<file path="config.mk">
export PLATFORM = sky130hd
export DESIGN_NAME = fp2int_cvt
export DESIGN_NICKNAME = d
export VERILOG_FILES = /design/src/rtl/fp2int_cvt.sv
export SDC_FILE = /design/constraint.sdc
export NUM_CORES = 1
export LEC_CHECK = 0
export ABC_AREA = 1
export BUFFER_PORTS_ARGS = -buffer_cell sky130_fd_sc_hd__buf_2
export CORE_UTILIZATION = 50
export CTS_CLUSTER_SIZE = 12
export DETAILED_ROUTE_END_ITERATION = 8
export MAX_ROUTING_LAYER = met4
export PLACE_DENSITY = 0.68
export RECOVER_POWER = 100
export REMOVE_ABC_BUFFERS = 1
export SETUP_SLACK_MARGIN = 0.15
export SLEW_MARGIN = 40
export SYNTH_ARGS = -nofsm -noshare
export SYNTH_HDL_FRONTEND = slang
export SYNTH_SLANG_ARGS = --single-unit
</file>
<file path="constraint.sdc">
create_clock -name clk -period 13.1 [get_ports clk]
set_input_delay 1.31 -clock clk [delete_from_list [all_inputs] [get_ports clk]]
set_output_delay 1.31 -clock clk [all_outputs]
set_load 0.05 [all_outputs]
</file>
<file path="src/rtl/fp2int_cvt.sv">
module fp2int_cvt (
  input  logic        clk,
  input  logic        rst_n,
  input  logic        in_valid,
  input  logic [63:0] operand,
  input  logic        src_dbl,
  input  logic        dst_64,
  input  logic [2:0]  rnd_sel,
  input  logic [1:0]  dyn_rm,
  input  logic        nan2008,
  output logic        out_valid,
  output logic [63:0] result,
  output logic        flag_invalid,
  output logic        flag_overflow,
  output logic        flag_inexact
);

  logic        sign;
  logic [10:0] exp_raw;
  logic [51:0] frac;
  logic        exp_ones, is_sub, is_nan, is_inf;
  logic [10:0] exp_eff;
  logic [12:0] bias;
  logic signed [12:0] pos;
  logic        huge, tiny;
  logic [52:0] sig;
  logic [191:0] wide;
  logic [63:0] int_part;
  logic        rbit, sbit, inc;
  logic [1:0]  rm;
  logic [64:0] mag_r, lim;
  logic        oor, inv, ovf, inx;
  logic [63:0] val, sat, res_n;

  assign sign     = src_dbl ? operand[63] : operand[31];
  assign exp_raw  = src_dbl ? operand[62:52] : {3'b000, operand[30:23]};
  assign frac     = src_dbl ? operand[51:0] : {operand[22:0], 29'b0};
  assign exp_ones = src_dbl ? (exp_raw == 11'h7FF) : (exp_raw == 11'h0FF);
  assign is_sub   = (exp_raw == 11'd0);
  assign is_nan   = exp_ones && (frac != 52'd0);
  assign is_inf   = exp_ones && (frac == 52'd0);

  assign exp_eff = is_sub ? 11'd1 : exp_raw;
  assign bias    = src_dbl ? 13'd1023 : 13'd127;
  assign pos     = $signed({2'b00, exp_eff} + 13'd76 - bias);
  assign huge    = pos > 13'sd139;
  assign tiny    = pos < 13'sd12;
  assign sig     = {~is_sub, frac};
  assign wide    = {139'b0, sig} << pos[7:0];

  assign int_part = tiny ? 64'd0 : wide[191:128];
  assign rbit     = tiny ? 1'b0 : wide[127];
  assign sbit     = tiny ? (sig != 53'd0) : (wide[126:0] != 127'd0);

  always_comb begin
    case (rnd_sel)
      3'd1:    rm = 2'd0;
      3'd2:    rm = 2'd1;
      3'd3:    rm = 2'd2;
      3'd4:    rm = 2'd3;
      default: rm = dyn_rm;
    endcase
  end

  always_comb begin
    case (rm)
      2'd0:    inc = rbit && (sbit || int_part[0]);
      2'd2:    inc = !sign && (rbit || sbit);
      2'd3:    inc = sign && (rbit || sbit);
      default: inc = 1'b0;
    endcase
  end

  assign mag_r = {1'b0, int_part} + {64'd0, inc};
  assign lim   = dst_64 ? (sign ? 65'h0_8000_0000_0000_0000 : 65'h0_7FFF_FFFF_FFFF_FFFF)
                        : (sign ? 65'h0_0000_0000_8000_0000 : 65'h0_0000_0000_7FFF_FFFF);
  assign oor   = huge || (mag_r > lim);

  assign inv = exp_ones || oor;
  assign ovf = is_inf || (!exp_ones && oor);
  assign inx = !inv && (rbit || sbit);

  assign val = sign ? (~mag_r[63:0] + 64'd1) : mag_r[63:0];
  assign sat = is_nan ? 64'd0 :
               dst_64 ? (sign ? 64'h8000_0000_0000_0000 : 64'h7FFF_FFFF_FFFF_FFFF)
                      : (sign ? 64'hFFFF_FFFF_8000_0000 : 64'h0000_0000_7FFF_FFFF);
  assign res_n = !inv ? val :
                 nan2008 ? sat :
                 (dst_64 ? 64'h7FFF_FFFF_FFFF_FFFF : 64'h0000_0000_7FFF_FFFF);

  always_ff @(posedge clk) begin
    if (!rst_n) begin
      out_valid     <= 1'b0;
      result        <= 64'd0;
      flag_invalid  <= 1'b0;
      flag_overflow <= 1'b0;
      flag_inexact  <= 1'b0;
    end else begin
      out_valid <= in_valid;
      if (in_valid) begin
        result        <= res_n;
        flag_invalid  <= inv;
        flag_overflow <= ovf;
        flag_inexact  <= inx;
      end
    end
  end

endmodule


</file>
# [After elaboration in Yosys (flattened, before gate mapping)]
# Cells that the tools add are included.
[classes] muxes=22 bitwise=2 add_sub_neg=4 n_eq_ne=8 n_shift=1 n_reduce_logical=21 order_cmp=3
[op_table] op="64-bit 2-to-1 mux" n=10
[op_table] op="53-bit by 8-bit << shifter with 192-bit output" n=1
[op_table] op="127-bit nonzero test" n=1
[op_table] op="64-bit by 1-bit adder with 65-bit output" n=1
[op_table] op="65-bit by 64-bit greater-than comparator with 1-bit output" n=1
[op_table] op="64-bit by 1-bit adder with 64-bit output (second input constant)" n=1
[op_table] op="64-bit NOT" n=1
[op_table] op="63-bit 2-to-1 mux" n=1
[op_table] op="53-bit nonzero test" n=1
[op_table] op="52-bit logical NOT" n=1
[op_table] op="52-bit 2-to-1 mux" n=1
[op_table] op="52-bit nonzero test" n=1
[op_table] op="32-bit 2-to-1 mux" n=1
[op_table] op="11-bit 2-to-1 mux" n=2
[op_table] op="13-bit by 9-bit greater-than comparator with 1-bit output (second input constant)" n=1
[op_table] op="13-bit by 5-bit < comparator with 1-bit output (second input constant)" n=1
[op_table] op="12-bit by 10-bit subtractor with 13-bit output" n=1
[op_table] op="11-bit by 7-bit adder with 12-bit output (second input constant)" n=1
[op_table] op="11-bit == test (second input constant)" n=1
[op_table] op="11-bit by 8-bit == test with 1-bit output (second input constant)" n=1
[op_table] op="11-bit logical NOT" n=1
[op_table] op="10-bit 2-to-1 mux" n=1
[op_table] op="2-bit one-hot mux with 4 select lines" n=1
[op_table] op="1-bit logical AND" n=7
[op_table] op="other kinds (10)" n=21
[word_totals] regBits=68 input_bits=75 elab_cells=66

# [Logic depth before layout (Yosys ltp)]
[logic_depth] depth_word=17 ltp_mapped=72 depth_no_buf=64

# [Worst setup path after synthesis]
# Ideal clock, no wire load.
[synth_timing] path_kind="input-to-reg" startpoint="input port src_dbl" endpoint="register result[54]" t_required_ns=12.972 arrival_time_ns=10.157 setup_time_ns=0.128 cell_stages=65 slack_ns=2.815 path_buffers=12 cell_sequence="buf_6 -> buf_6 -> buf_2 -> clkbuf_1 -> o21ai_0 -> ha_1 -> inv_1 -> a21oi_1 -> nand2_1 -> nor2_1 -> nand2_4 -> buf_6 -> buf_6 -> inv_1 -> nor2_1 -> ha_1 -> a21oi_1 -> nand2_1 -> [29 not listed] -> a211oi_1 -> o31ai_1 -> o21ai_0 -> nand2_1 -> o21bai_1 -> a31oi_1 -> o21ai_0 -> inv_1 -> o21ai_0 -> a31oi_1 -> o21ai_1 -> nand2_1 -> a21o_1 -> a21oi_1 -> nand2_1 -> o21ai_0 -> clkbuf_1 -> a21oi_1"
[synth_between] elab_chain_len=16 elab_cells_between_ends=45 classes_between="add/sub (4); order compare (3); eq/ne (2); shift (1); mux (20); bitwise (2); reduce/logical (13)"
[synth_rtl] item="start: declaration" line="6" rtl="input logic src_dbl,"
[synth_rtl] item="11-bit 2-to-1 mux" line="36" rtl="assign exp_raw = src_dbl ? operand[62:52] : {3'b000, operand[30:23]};"
[synth_rtl] item="11-bit logical NOT" line="39" rtl="assign is_sub = (exp_raw == 11'd0);"
[synth_rtl] item="11-bit 2-to-1 mux" line="43" rtl="assign exp_eff = is_sub ? 11'd1 : exp_raw;"
[synth_rtl] item="11-bit by 7-bit adder with 12-bit output" line="45" rtl="assign pos = $signed({2'b00, exp_eff} + 13'd76 - bias);"
[synth_rtl] item="12-bit by 10-bit subtractor with 13-bit output" line="45"
[synth_rtl] item="53-bit by 8-bit << shifter with 192-bit output" line="49" rtl="assign wide = {139'b0, sig} << pos[7:0];"
[synth_rtl] item="127-bit nonzero test" line="53" rtl="assign sbit = tiny ? (sig != 53'd0) : (wide[126:0] != 127'd0);"
[synth_rtl] item="1-bit 2-to-1 mux" line="53"
[synth_rtl] item="1-bit logical OR (on tied branches)" line="68, 69, 67"
[synth_rtl] item="1-bit logical AND (on tied branches)" line="69, 67, 68"
[synth_rtl] item="1-bit one-hot mux with 3 select lines" line="66" rtl="case (rm)"
[synth_rtl] item="64-bit by 1-bit adder with 65-bit output" line="74" rtl="assign mag_r = {1'b0, int_part} + {64'd0, inc};"
[synth_rtl] item="64-bit NOT or 65-bit by 64-bit greater-than comparator with 1-bit output (tied branches)" line="83, 77"
[synth_rtl] item="64-bit by 1-bit adder with 64-bit output or 1-bit logical OR (tied branches)" line="83, 77"
[synth_rtl] item="64-bit 2-to-1 mux or 1-bit logical OR (tied branches)" line="83, 79"
[synth_rtl] item="64-bit 2-to-1 mux (*)" line="87" rtl="assign res_n = !inv ? val :"
[synth_rtl] item="end signal: assignment" line="101" rtl="result <= res_n;"
[synth_rtl] item="end: declaration" line="12" rtl="output logic [63:0] result,"
# Mark *: on every way between the ends. The rest lies on a longest branch, timed or not.
# A chain may end at the register's enable or synchronous reset.

# [Worst setup path after layout]
[layout_timing] startpoint="input port src_dbl" endpoint="register result[42]"
# Same word-level chain as after synthesis.

==> results.yml <==
floorplanning:
  die_area_um2: 35100
  coreArea_um2: 33700
  dieHeight_um: 187
  start_util: 0.510
  rows: 67
  ios: 143
  die_x_um: 187
power_and_ir_drop:
  p_sw_frac: 0.637
  clock_power_share: 0.109
  power_frac_seq: 0.099
  irDropWorstVdd_mv: 0.0859
  cellPowerDensity_nw_per_um2: 138
  internal-power_uw: 914
  switchingPower_uw: 1610
  fin_total_pwr_uw: 2520
  p_comb_frac: 0.792
  power.leakage_uw: 0.00947
clock_network:
  cts.sinks: 68
  clock_path_buffers: 2
  post-cts-setup-buffers: 0
  cts_resized: 0
  cts_tree: "yes"
  cts-buffers-inserted: 9
  root_buffer: "clkbuf_16"
  holdBufCountCts: 0
  htreeDepth: 3
  clk_pin_slew_ns: 0.06
  clk_latency_ns: 0.36
sta:
  hold_viol_final: 0
  maxSlewViolCount: 53
  maxSlewHeadroom: -0.245
  period_share: 0.934
  layout_min_cycle_time_ns: 12.23
  skew_ns: 0
  final.setup.tns_ns: 0
  tightest_slew_ns: 1.87
  setup_viol: 0
  fmax_mhz: 81.7
  rsz0062_at_grt: "false"
flow_run:
  max-cap-violations: 1
worst_hold_path:
  min_path_type: "reg -> reg"
  min_path_cells: 2
  hold_start: "result[63]"
  min_to: "result[63]"
worst_setup_path:
  cp_max_fo: 61
  worstReg2RegStart: "result[14]"
  path_common_cell: "nand2_1"
  r2r_slack_ns: 12.36
  cpPeakStageDelay_ns: 0.63
  cp-end-kind: "flop"
  r2r_cells: 2
  crit_buf_inv: 11
  critPathRequiredTime_ns: 13.34
  cp_top_family: "simple AND/OR/NAND/NOR gates"
  crit_arrival_ns: 12.47
  start_kind: "input port"
  critPathSlowestCell: "clkbuf_2"
  worstSetupPathType: "in -> reg"
  r2r_end: "result[14]"
logic_synthesis:
  yosys-top-cells-area: "nand2_1, nand3_1, dfxtp_1"
  yosysSeqAreaShare: 0.0792
  yosysWarnings: 0
  ys.flop_type: "dfxtp_1"
  synth.largest_area_cell: "nand2_1"
  yosysTopAreaCellShare: 0.236
  netlist_instances: 3339
  ys_seq_elements: 68
  synth_area_um2: 17200
  synth_edf_count: 0
  async_flop_share: 0
  ys_types: 58
  postSynthAreaPerCell_um2: 5.15
route:
  drc: 0
  drt_iter0_drc: 4073
  finalWirelength_um: 80200
  firstDrtPassIters: 9
  vias: 24000
  routedWlPerCell_um: 21.0
  ant_nets: 0
  via_per_inst: 6.29
global_route:
  grt_max_degree: 93
  grt_pass1_vias: 21300
  use_met2: 0.647
  grt_overflow_total: 0
  grt_pass1_wl_um: 122000
  grt.met3_usage: 0.126
  gr-max-usage-layer: "met2"
  grt_use_met1: 0.629
  grt_use_total: 0.458
  antenna_found_initial: 1
finish:
  final_common_cell: "nand2_1"
  nFillCells: 3724
  drive_above_1_share: 0.100
  post-route-util: 0.543
  nNetsFinal: 3518
  instances_no_fill: 3816
  area_growth_pct: 6.39
  layout_common_cells: "nand2_1, nand3_1, nor2_1"
placement:
  dp_hpwl_um: 65800
  place.port_buffers: 142
  gp_congestion: 1.10
  placedCellCount: 3799
status:
  violations: "max-capacitance violations, max-slew violations"
  status: "finished with violations"
==> worst reg2reg max path: stages (launching register included) <==
cell and delay (ns):
dfxtp_1 0.35, o21ai_0 0.10, a21oi_1 0.22
==> area by class of cell <==
type / count / area [um2] / area share
well taps: 448 / 561 / 0.0307
repair buffers: 176 / 897 / 0.0491
clock buffers: 10 / 239 / 0.0131
flip-flops and latches: 68 / 1360 / 0.0744
clock inverters: 6 / 87.6 / 0.00479
inverters: 302 / 1140 / 0.0625
diodes: 1 / 2.50 / 0.000137
multi-input cells: 2805 / 14000 / 0.765
==> state kept, by name, summed over array words and instances (netlist names) <==
name,flops
flag_inexact,1
flag_invalid,1
flag_overflow,1
out_valid,1
result,64
==> layer usage <==
| metal | vias to the layer above | wire, um | share of wire |
|---|---|---|---|
| li1 | 11100 | - | - |
| met1 | 10900 | 33800 | 0.42 |
| met2 | 1760 | 32200 | 0.40 |
| met3 | 232 | 11700 | 0.15 |
| met4 | 0 | 2560 | 0.032 |
| met5 | - | 0 | 0 |
==> through the flow <==
step	cell area [um2]	hold WS [ns]	setup slack [ns]
3_3_place_gp	18000	0.452	1.25
3_5_place_dp	18000	0.465	1.06
2_1_floorplan	16400	0.683	-3.49
5_1_grt	18300	0.504	0.234
4_1_cts	18400	0.480	1.44
6_report	18300	0.487	0.866
==> power by group through the flow <==
stage                     clock network, uW  logic, uW  registers, uW
after global routing                    284       2140            252
after detailed placement                  0       1900            252
after global placement                    0       1880            251
after CTS                               276       1910            248
final                                   275       2000            249
after floorplan                           0       1210            351
==> cell families (layout without fill, tap and decap cells) <==
family          after synthesis  count (layout)  share of synthesized area
flops                        68              68                     0.0792
other cells                   2               4                   0.000437
compound gates              362             362                      0.114
mux                           2               2                    0.00116
xor+xnor                     30              30                     0.0153
simple gates               2327            2327                      0.618
buf+inv                     467             494                      0.113
fa+ha+maj                    81              81                     0.0590
==> how the worst max path moves through the flow <==
stage | from | endpoint | slack (ns) | depth (start not counted)
finish | src_dbl | result[42] | 0.87 | 61
global route | src_dbl | result[58] | 0.23 | 61
CTS | src_dbl | result[56] | 1.44 | 61
detailed placement | src_dbl | result[56] | 1.06 | 61
global placement | src_dbl | result[37] | 1.25 | 61
floorplan | src_dbl | result[31] | -3.49 | 57
==> synth_stat cells, types with 3 or more instances <==
library cell	instances
nor3_1	23
o21ai_1	20
nand3_2	32
clkbuf_1	68
nand2_1	1080
nand2_2	41
o211ai_1	5
a21o_1	3
nand3_1	678
a21oi_1	142
or2_2	22
dfxtp_1	68
nand2_4	14
nor2_2	39
a22oi_1	4
o21bai_1	3
clkinv_1	8
o21ai_0	143
a22o_1	4
buf_1	39
nand4_1	69
nor2_1	271
a31oi_1	11
buf_4	7
o41ai_1	3
o31ai_1	6
inv_1	257
xor2_1	27
nor4_1	18
nand3b_1	15
buf_2	37
xnor2_1	3
inv_2	34
ha_1	81
a211oi_1	8
buf_6	14
nor2_4	15
No activity file was read; power rests on OpenSTA's default activity.
